## config.mk

```make
export PLATFORM = sky130hd
export DESIGN_NAME = vf_transition_ctrl
export DESIGN_NICKNAME = d
export VERILOG_FILES = /design/src/rtl/vf_pkg.sv /design/src/rtl/vf_stage_regs.sv /design/src/rtl/vf_stall_timer.sv /design/src/rtl/vf_seq_fsm.sv /design/src/rtl/vf_transition_ctrl.sv
export SDC_FILE = /design/constraint.sdc
export NUM_CORES = 1
export LEC_CHECK = 0
export ABC_AREA = 1
export BUFFER_PORTS_ARGS = -buffer_cell sky130_fd_sc_hd__buf_2
export CORE_UTILIZATION = 45
export DETAILED_ROUTE_END_ITERATION = 6
export PLACE_DENSITY = 0.68
export SLEW_MARGIN = 20
export SYNTH_ARGS = -nofsm -noshare
export SYNTH_HDL_FRONTEND = slang
export SYNTH_SLANG_ARGS = --single-unit
```

## constraint.sdc

```tcl
create_clock -name clk -period 1.7 [get_ports clk]
set_clock_uncertainty 0.1 [all_clocks]
set_input_delay 0.085 -clock clk [delete_from_list [all_inputs] [get_ports clk]]
set_output_delay 0.085 -clock clk [all_outputs]
set_load 0.1 [all_outputs]
```

## src/rtl/vf_pkg.sv

```systemverilog
package vf_pkg;
    typedef enum logic [1:0] {
        ST_IDLE = 2'd0,
        ST_HOLD = 2'd1,
        ST_DONE = 2'd2
    } vf_state_e;
endpackage

```

## src/rtl/vf_stage_regs.sv

```systemverilog
module vf_stage_regs #(
    parameter int VID_W = 5,
    parameter int DIV_W = 3,
    parameter int CNT_W = 16,
    parameter int DATA_W = 16,
    parameter logic [VID_W-1:0] VID_DEF = '0,
    parameter logic [DIV_W-1:0] DIV_DEF = '0
) (
    input  logic              clk,
    input  logic              rst_n,
    input  logic              wr_en,
    input  logic              wr_priv,
    input  logic              wr_sel,
    input  logic [DATA_W-1:0] wr_data,
    output logic [VID_W-1:0]  stg_vid,
    output logic [DIV_W-1:0]  stg_div,
    output logic              start_req,
    output logic [CNT_W-1:0]  cnt_val
);
    localparam int DIV_LO = VID_W;
    localparam int DIV_HI = VID_W + DIV_W - 1;

    logic wr_ok;

    assign wr_ok     = wr_en && wr_priv;
    assign cnt_val   = wr_data[CNT_W-1:0];
    assign start_req = wr_ok && wr_sel && (cnt_val != '0);

    always_ff @(posedge clk) begin
        if (!rst_n) begin
            stg_vid <= VID_DEF;
            stg_div <= DIV_DEF;
        end else if (wr_ok && !wr_sel) begin
            stg_vid <= wr_data[VID_W-1:0];
            stg_div <= wr_data[DIV_HI:DIV_LO];
        end
    end

    // unprivileged writes leave the staged fields alone
    p_unpriv_stage_r8: assert property (@(posedge clk) disable iff (!rst_n)
        (wr_en && !wr_priv) |=> ($stable(stg_vid) && $stable(stg_div)));
endmodule

```

## src/rtl/vf_stall_timer.sv

```systemverilog
module vf_stall_timer #(
    parameter int CNT_W = 16
) (
    input  logic             clk,
    input  logic             rst_n,
    input  logic             load,
    input  logic [CNT_W-1:0] load_val,
    input  logic             run,
    output logic             expire
);
    logic [CNT_W-1:0] cnt;

    always_ff @(posedge clk) begin
        if (!rst_n) begin
            cnt <= '0;
        end else if (load) begin
            cnt <= load_val;
        end else if (run && cnt != '0) begin
            cnt <= cnt - 1'b1;
        end
    end

    assign expire = run && (cnt == {{(CNT_W-1){1'b0}}, 1'b1});

    // one step down per cycle while stalling
    p_count_step_r4: assert property (@(posedge clk) disable iff (!rst_n)
        (run && !load && cnt > 1) |=> (cnt == $past(cnt) - 1'b1));
    // expiry empties the timer
    p_expire_empty_r4: assert property (@(posedge clk) disable iff (!rst_n)
        (expire && !load) |=> (cnt == '0));
endmodule

```

## src/rtl/vf_seq_fsm.sv

```systemverilog
module vf_seq_fsm
    import vf_pkg::*;
#(
    parameter int VID_W = 5,
    parameter int DIV_W = 3,
    parameter logic [VID_W-1:0] VID_DEF = '0,
    parameter logic [DIV_W-1:0] DIV_DEF = '0
) (
    input  logic             clk,
    input  logic             rst_n,
    input  logic             start_req,
    input  logic             expire,
    input  logic [VID_W-1:0] stg_vid,
    input  logic [DIV_W-1:0] stg_div,
    output logic             accept,
    output logic             run,
    output logic [VID_W-1:0] vid_out,
    output logic [DIV_W-1:0] div_out,
    output logic             stop_req,
    output logic             busy,
    output logic             done
);
    vf_state_e state, state_n;

    assign accept = start_req && (state != ST_HOLD);

    always_comb begin
        state_n = state;
        unique case (state)
            ST_IDLE: if (accept) state_n = ST_HOLD;
            ST_HOLD: if (expire) state_n = ST_DONE;
            ST_DONE: state_n = accept ? ST_HOLD : ST_IDLE;
            default: state_n = ST_IDLE;
        endcase
    end

    always_ff @(posedge clk) begin
        if (!rst_n) state <= ST_IDLE;
        else        state <= state_n;
    end

    always_ff @(posedge clk) begin
        if (!rst_n) begin
            vid_out <= VID_DEF;
            div_out <= DIV_DEF;
        end else if (accept) begin
            vid_out <= stg_vid;
            div_out <= stg_div;
        end
    end

    always_comb begin
        run      = (state == ST_HOLD);
        stop_req = run;
        busy     = run;
        done     = (state == ST_DONE);
    end

    // an accepted start enters the stall
    p_enter_hold_r3: assert property (@(posedge clk) disable iff (!rst_n)
        accept |=> (state == ST_HOLD));
    // live settings move only on an accepted start
    p_live_frozen_r7: assert property (@(posedge clk) disable iff (!rst_n)
        !accept |=> ($stable(vid_out) && $stable(div_out)));
    // completion lasts one cycle
    p_done_single_r5: assert property (@(posedge clk) disable iff (!rst_n)
        done |=> !done);
    // expiry leads to completion
    p_expire_done_r5: assert property (@(posedge clk) disable iff (!rst_n)
        expire |=> (done && !busy));
endmodule

```

## src/rtl/vf_transition_ctrl.sv

```systemverilog
module vf_transition_ctrl #(
    parameter int VID_W = 5,
    parameter int DIV_W = 3,
    parameter int CNT_W = 16,
    parameter int DATA_W = 16,
    parameter logic [VID_W-1:0] VID_DEF = 5'h0C,
    parameter logic [DIV_W-1:0] DIV_DEF = 3'd2
) (
    input  logic              clk,
    input  logic              rst_n,
    input  logic              wr_en,
    input  logic              wr_priv,
    input  logic              wr_sel,
    input  logic [DATA_W-1:0] wr_data,
    output logic [VID_W-1:0]  vid_out,
    output logic [DIV_W-1:0]  div_out,
    output logic              stop_req,
    output logic              busy,
    output logic              done
);
    logic [VID_W-1:0] stg_vid;
    logic [DIV_W-1:0] stg_div;
    logic             start_req;
    logic [CNT_W-1:0] cnt_val;
    logic             accept;
    logic             run;
    logic             expire;

    vf_stage_regs #(
        .VID_W(VID_W), .DIV_W(DIV_W), .CNT_W(CNT_W), .DATA_W(DATA_W),
        .VID_DEF(VID_DEF), .DIV_DEF(DIV_DEF)
    ) u_stage (
        .clk(clk), .rst_n(rst_n), .wr_en(wr_en), .wr_priv(wr_priv),
        .wr_sel(wr_sel), .wr_data(wr_data), .stg_vid(stg_vid),
        .stg_div(stg_div), .start_req(start_req), .cnt_val(cnt_val)
    );

    vf_stall_timer #(.CNT_W(CNT_W)) u_timer (
        .clk(clk), .rst_n(rst_n), .load(accept), .load_val(cnt_val),
        .run(run), .expire(expire)
    );

    vf_seq_fsm #(
        .VID_W(VID_W), .DIV_W(DIV_W), .VID_DEF(VID_DEF), .DIV_DEF(DIV_DEF)
    ) u_fsm (
        .clk(clk), .rst_n(rst_n), .start_req(start_req), .expire(expire),
        .stg_vid(stg_vid), .stg_div(stg_div), .accept(accept), .run(run),
        .vid_out(vid_out), .div_out(div_out), .stop_req(stop_req),
        .busy(busy), .done(done)
    );

    // a zero count while idle leaves the core running
    p_zero_idle_r6: assert property (@(posedge clk) disable iff (!rst_n)
        (wr_en && wr_priv && wr_sel && wr_data[CNT_W-1:0] == '0 && !busy)
        |=> !stop_req);
    // unprivileged writes never stall the core
    p_unpriv_start_r8: assert property (@(posedge clk) disable iff (!rst_n)
        (wr_en && !wr_priv && !busy) |=> !stop_req);
endmodule

```

==> run_summary.xml <==
<?xml version="1.0" encoding="UTF-8"?>
<metrics>
  <group name="run_status">
    <metric name="outcome" unit="">completed</metric>
  </group>
  <group name="power_and_ir_drop">
    <metric name="comb_power_share" unit="">0.357</metric>
    <metric name="power.switching" unit="µW">870.6</metric>
    <metric name="fin_total_pwr" unit="mW">2.296</metric>
    <metric name="switching_share" unit="">0.3792</metric>
    <metric name="power-per-cell-area" unit="mW/mm²">922.1</metric>
    <metric name="pwr-share-clk" unit="">0.252</metric>
    <metric name="internal_power" unit="mW">1.425</metric>
    <metric name="power.share.sequential" unit="">0.391</metric>
    <metric name="leak_pwr" unit="nW">1.222</metric>
    <metric name="power.ir.vdd_worst" unit="mV">0.5068</metric>
  </group>
  <group name="clock_tree">
    <metric name="clkSinkCount" unit="">34</metric>
    <metric name="insertion_delay" unit="ns">0.29</metric>
    <metric name="clk_pin_slew_worst_paths" unit="ns">0.07</metric>
    <metric name="cts_buffer_depth" unit="">2</metric>
    <metric name="inserted_clock_buffers" unit="">5</metric>
    <metric name="cts_tree" unit="">built</metric>
    <metric name="h-tree-depth" unit="">2</metric>
    <metric name="clk_root_buffer_cell" unit="">sky130_fd_sc_hd__clkbuf_8</metric>
  </group>
  <group name="floorplan">
    <metric name="number_of_rows_created_at_floorplan" unit="">23</metric>
    <metric name="die-area" unit="mm²">0.004705</metric>
    <metric name="dieHeight" unit="µm">68.60</metric>
    <metric name="die_x" unit="µm">68.60</metric>
    <metric name="design.core.area" unit="mm²">0.004115</metric>
    <metric name="initial_core_util" unit="">0.4849</metric>
    <metric name="top_level_ports" unit="">32</metric>
  </group>
  <group name="layout">
    <metric name="layout.core_utilization" unit="">0.6050</metric>
    <metric name="antenna-diode-count" unit="">0</metric>
    <metric name="layout-drive-gt1-share" unit="">0.2161</metric>
    <metric name="instances_no_fill" unit="">411</metric>
    <metric name="area_growth" unit="%">24.76</metric>
    <metric name="finish.net_count" unit="">384</metric>
  </group>
  <group name="sta">
    <metric name="setup-violations-final" unit="">0</metric>
    <metric name="maxClockFrequency" unit="MHz">594.0</metric>
    <metric name="setup_slack_of_the_critical_path_after_layout" unit="ns">0.01657</metric>
    <metric name="timing.final.max_slew_violations" unit="">0</metric>
    <metric name="setup_repair_after_global_routing_missed_its_margin" unit="">yes</metric>
    <metric name="max_slew_margin" unit="">0.6040</metric>
    <metric name="layout_worst_path_cycle_share" unit="">0.9903</metric>
    <metric name="final_period_minus_worst_setup_slack" unit="ns">1.683</metric>
    <metric name="finalHoldViolations" unit="">0</metric>
    <metric name="timing_worst_slew_pin_value" unit="ns">0.5918</metric>
  </group>
  <group name="route">
    <metric name="drt_wl_total" unit="µm">5254</metric>
    <metric name="route.detailed.wl_per_inst" unit="µm">12.78</metric>
    <metric name="final_routed_drc_violation_total" unit="">0</metric>
    <metric name="vias" unit="">2053</metric>
    <metric name="initialDrtViolationCount" unit="">162</metric>
    <metric name="viasPerCell" unit="">4.995</metric>
    <metric name="antenna_left" unit="">0</metric>
    <metric name="drt_pre_antenna_iters" unit="">4</metric>
  </group>
  <group name="synth">
    <metric name="ys.warnings.count" unit="">0</metric>
    <metric name="synthesis.instances" unit="">312</metric>
    <metric name="yosysTopAreaCell" unit="">sky130_fd_sc_hd__dfxtp_1</metric>
    <metric name="synth_flop_cell" unit="">sky130_fd_sc_hd__dfxtp_1</metric>
    <metric name="synth_top_area_frac" unit="">0.3411</metric>
    <metric name="ys_seq_area_frac" unit="">0.3411</metric>
    <metric name="syn_area" unit="mm²">0.001996</metric>
    <metric name="synth.net_count" unit="">335</metric>
    <metric name="synth.most_common_cell" unit="">sky130_fd_sc_hd__nand2_1</metric>
    <metric name="seq_cells_post_synth" unit="">34</metric>
    <metric name="netlist_top_cells_count" unit="">sky130_fd_sc_hd__nand2_1, sky130_fd_sc_hd__nor2_1, sky130_fd_sc_hd__dfxtp_1, sky130_fd_sc_hd__inv_1, sky130_fd_sc_hd__nand3_1</metric>
    <metric name="netlist-cell-type-count" unit="">27</metric>
    <metric name="synth_top_cells_by_area" unit="">sky130_fd_sc_hd__dfxtp_1, sky130_fd_sc_hd__nand2_1, sky130_fd_sc_hd__nor2_1</metric>
    <metric name="postSynthAreaPerCell" unit="µm²">6.396</metric>
    <metric name="ys_async_sr_fraction" unit="">0</metric>
    <metric name="synth_enable_flop_cells" unit="">0</metric>
  </group>
  <group name="min_path">
    <metric name="hold_endpoint" unit="">u_stage.stg_div[2]</metric>
    <metric name="hold_depth" unit="">3</metric>
    <metric name="hold_path.startpoint" unit="">wr_data[7]</metric>
    <metric name="min_delay_path_class" unit="">in2reg</metric>
  </group>
  <group name="setup_path">
    <metric name="crit_path_start_kind" unit="">flip-flop</metric>
    <metric name="worstPathRequired" unit="ns">1.51</metric>
    <metric name="r2r_slack" unit="ns">0.12</metric>
    <metric name="r2r.worst_path.cells" unit="">10</metric>
    <metric name="worst_path_class_setup" unit="">reg2out</metric>
    <metric name="worstSetupEndpointType" unit="">output pin</metric>
    <metric name="r2r_start" unit="">u_timer.cnt[8]</metric>
    <metric name="timing.rr.end" unit="">u_timer.cnt[3]</metric>
    <metric name="timing.critical_path.fanout_max" unit="">8</metric>
    <metric name="cp.arrival" unit="ns">1.50</metric>
  </group>
  <group name="grt">
    <metric name="grt.total_usage" unit="">0.2381</metric>
    <metric name="wire_length_of_the_first_global_routing_pass" unit="µm">8128</metric>
    <metric name="globalRouteOverflowTotal" unit="">0</metric>
    <metric name="grt_antenna_before_repair" unit="">0</metric>
    <metric name="largest_net_degree_at_the_start_of_global_routing" unit="">20</metric>
    <metric name="vias_in_the_first_global_route" unit="">1763</metric>
  </group>
  <group name="placement">
    <metric name="place.gp.congestion" unit="">0.8121</metric>
    <metric name="pre_cts_slack" unit="ns">0.04351</metric>
    <metric name="place.port_buffers" unit="">31</metric>
    <metric name="dp.final_hpwl" unit="µm">3662</metric>
    <metric name="dp_cells" unit="">394</metric>
  </group>
  <group name="run">
    <metric name="timing.max_cap.violations" unit="">0</metric>
  </group>
</metrics>
flip-flops by register name, indices dropped and copies added, names as in the netlist:
signal,flops
u_fsm.vid_out,5
u_fsm.div_out,3
u_fsm.state,2
u_stage.stg_vid,5
u_timer.cnt,16
u_stage.stg_div,3
worst max-delay path by stage:
stage	start	to	cells past startpoint
floorplan	u_fsm.state[0]	u_fsm.div_out[2]	7
global placement	u_timer.cnt[0]	u_timer.cnt[10]	11
detailed placement	u_timer.cnt[0]	u_timer.cnt[9]	11
CTS	u_fsm.state[0]	busy	4
global route	u_fsm.state[0]	stop_req	4
finish	u_fsm.state[0]	busy	4
cell type report:
| type | instances | area, µm² |
|---|---|---|
| Fill cell | 410 | 1625 |
| Tap cell | 50 | 62.56 |
| Multi-Input combinational cell | 240 | 1196 |
| Timing Repair Buffer | 49 | 352.8 |
| Inverter | 31 | 118.9 |
| Sequential cell | 34 | 680.7 |
| Clock inverter | 2 | 10.01 |
| Clock buffer | 5 | 68.82 |
what timing repair did:
| item | CTS | global route |
|---|---|---|
| resized for setup | 0 | 14 |
| endpoints found under the setup margin | 0 | 24 |
| hold buffers | 7 | 0 |
| endpoints found under the hold margin | 7 | 0 |
| setup buffers | 0 | 6 |
metal layers:
layer | track usage | share of wire
met1 | 0.3062 | 0.45
met2 | 0.3762 | 0.47
met3 | 0.05428 | 0.050
met4 | 0.1068 | 0.027
met5 | 0 | 0
kinds of logic (layout without fill, tap and decap cells):
logic type	Yosys count	in the layout	share of synthesized area
adder cells (fa/ha/maj)	2	2	0.01254
XOR/XNOR	4	4	0.01755
buffers and inverters	39	87	0.08213
flip-flops	34	34	0.3411
AND/OR/NAND/NOR	216	217	0.5028
AO/OA/AOI/OAI	17	17	0.04389
per-stage QoR:
step | hold slack (ns) | area [µm²] | setup TNS (ns)
floorplan | 0.1113 | 1998 | 0
global placement | 0.2371 | 2238 | 0
detailed placement | 0.2361 | 2238 | 0
CTS | 0.0002665 | 2387 | 0
global route | 0.01558 | 2490 | -0.1506
finish | 0.004013 | 2490 | 0
power groups by stage:
stage / clock network (mW) / logic, mW / registers [mW]
after detailed placement: 0 / 0.760 / 0.915
after global placement: 0 / 0.755 / 0.914
final: 0.578 / 0.819 / 0.899
after CTS: 0.584 / 0.779 / 0.897
after global routing: 0.617 / 0.924 / 0.905
after floorplan: 0 / 0.562 / 0.939
cells in the final DEF (no fill, tap or decap), types with 2 or more instances in the layout:
master / count
sky130_fd_sc_hd__nand2_4: 2
sky130_fd_sc_hd__nand4_1: 17
sky130_fd_sc_hd__nand3b_1: 4
sky130_fd_sc_hd__buf_2: 26
sky130_fd_sc_hd__inv_1: 26
sky130_fd_sc_hd__clkbuf_8: 5
sky130_fd_sc_hd__dlygate4sd3_1: 7
sky130_fd_sc_hd__xor2_1: 4
sky130_fd_sc_hd__a21oi_1: 8
sky130_fd_sc_hd__nand2_1: 89
sky130_fd_sc_hd__nand3_1: 21
sky130_fd_sc_hd__dfxtp_1: 34
sky130_fd_sc_hd__o21ai_0: 7
sky130_fd_sc_hd__nor2_4: 2
sky130_fd_sc_hd__nand2_8: 2
sky130_fd_sc_hd__clkinv_2: 2
sky130_fd_sc_hd__nor2_2: 13
sky130_fd_sc_hd__buf_4: 12
sky130_fd_sc_hd__nor2_1: 61
sky130_fd_sc_hd__inv_2: 4
sky130_fd_sc_hd__buf_6: 2
critical path, stage by stage (launching register included):
cell and delay, ns:
sky130_fd_sc_hd__dfxtp_1 0.37, sky130_fd_sc_hd__inv_1 0.11, sky130_fd_sc_hd__nor2_8 0.09, sky130_fd_sc_hd__buf_4 0.19
sky130_fd_sc_hd__buf_2 0.45
Note: power is estimated with default switching activity, not from simulation.
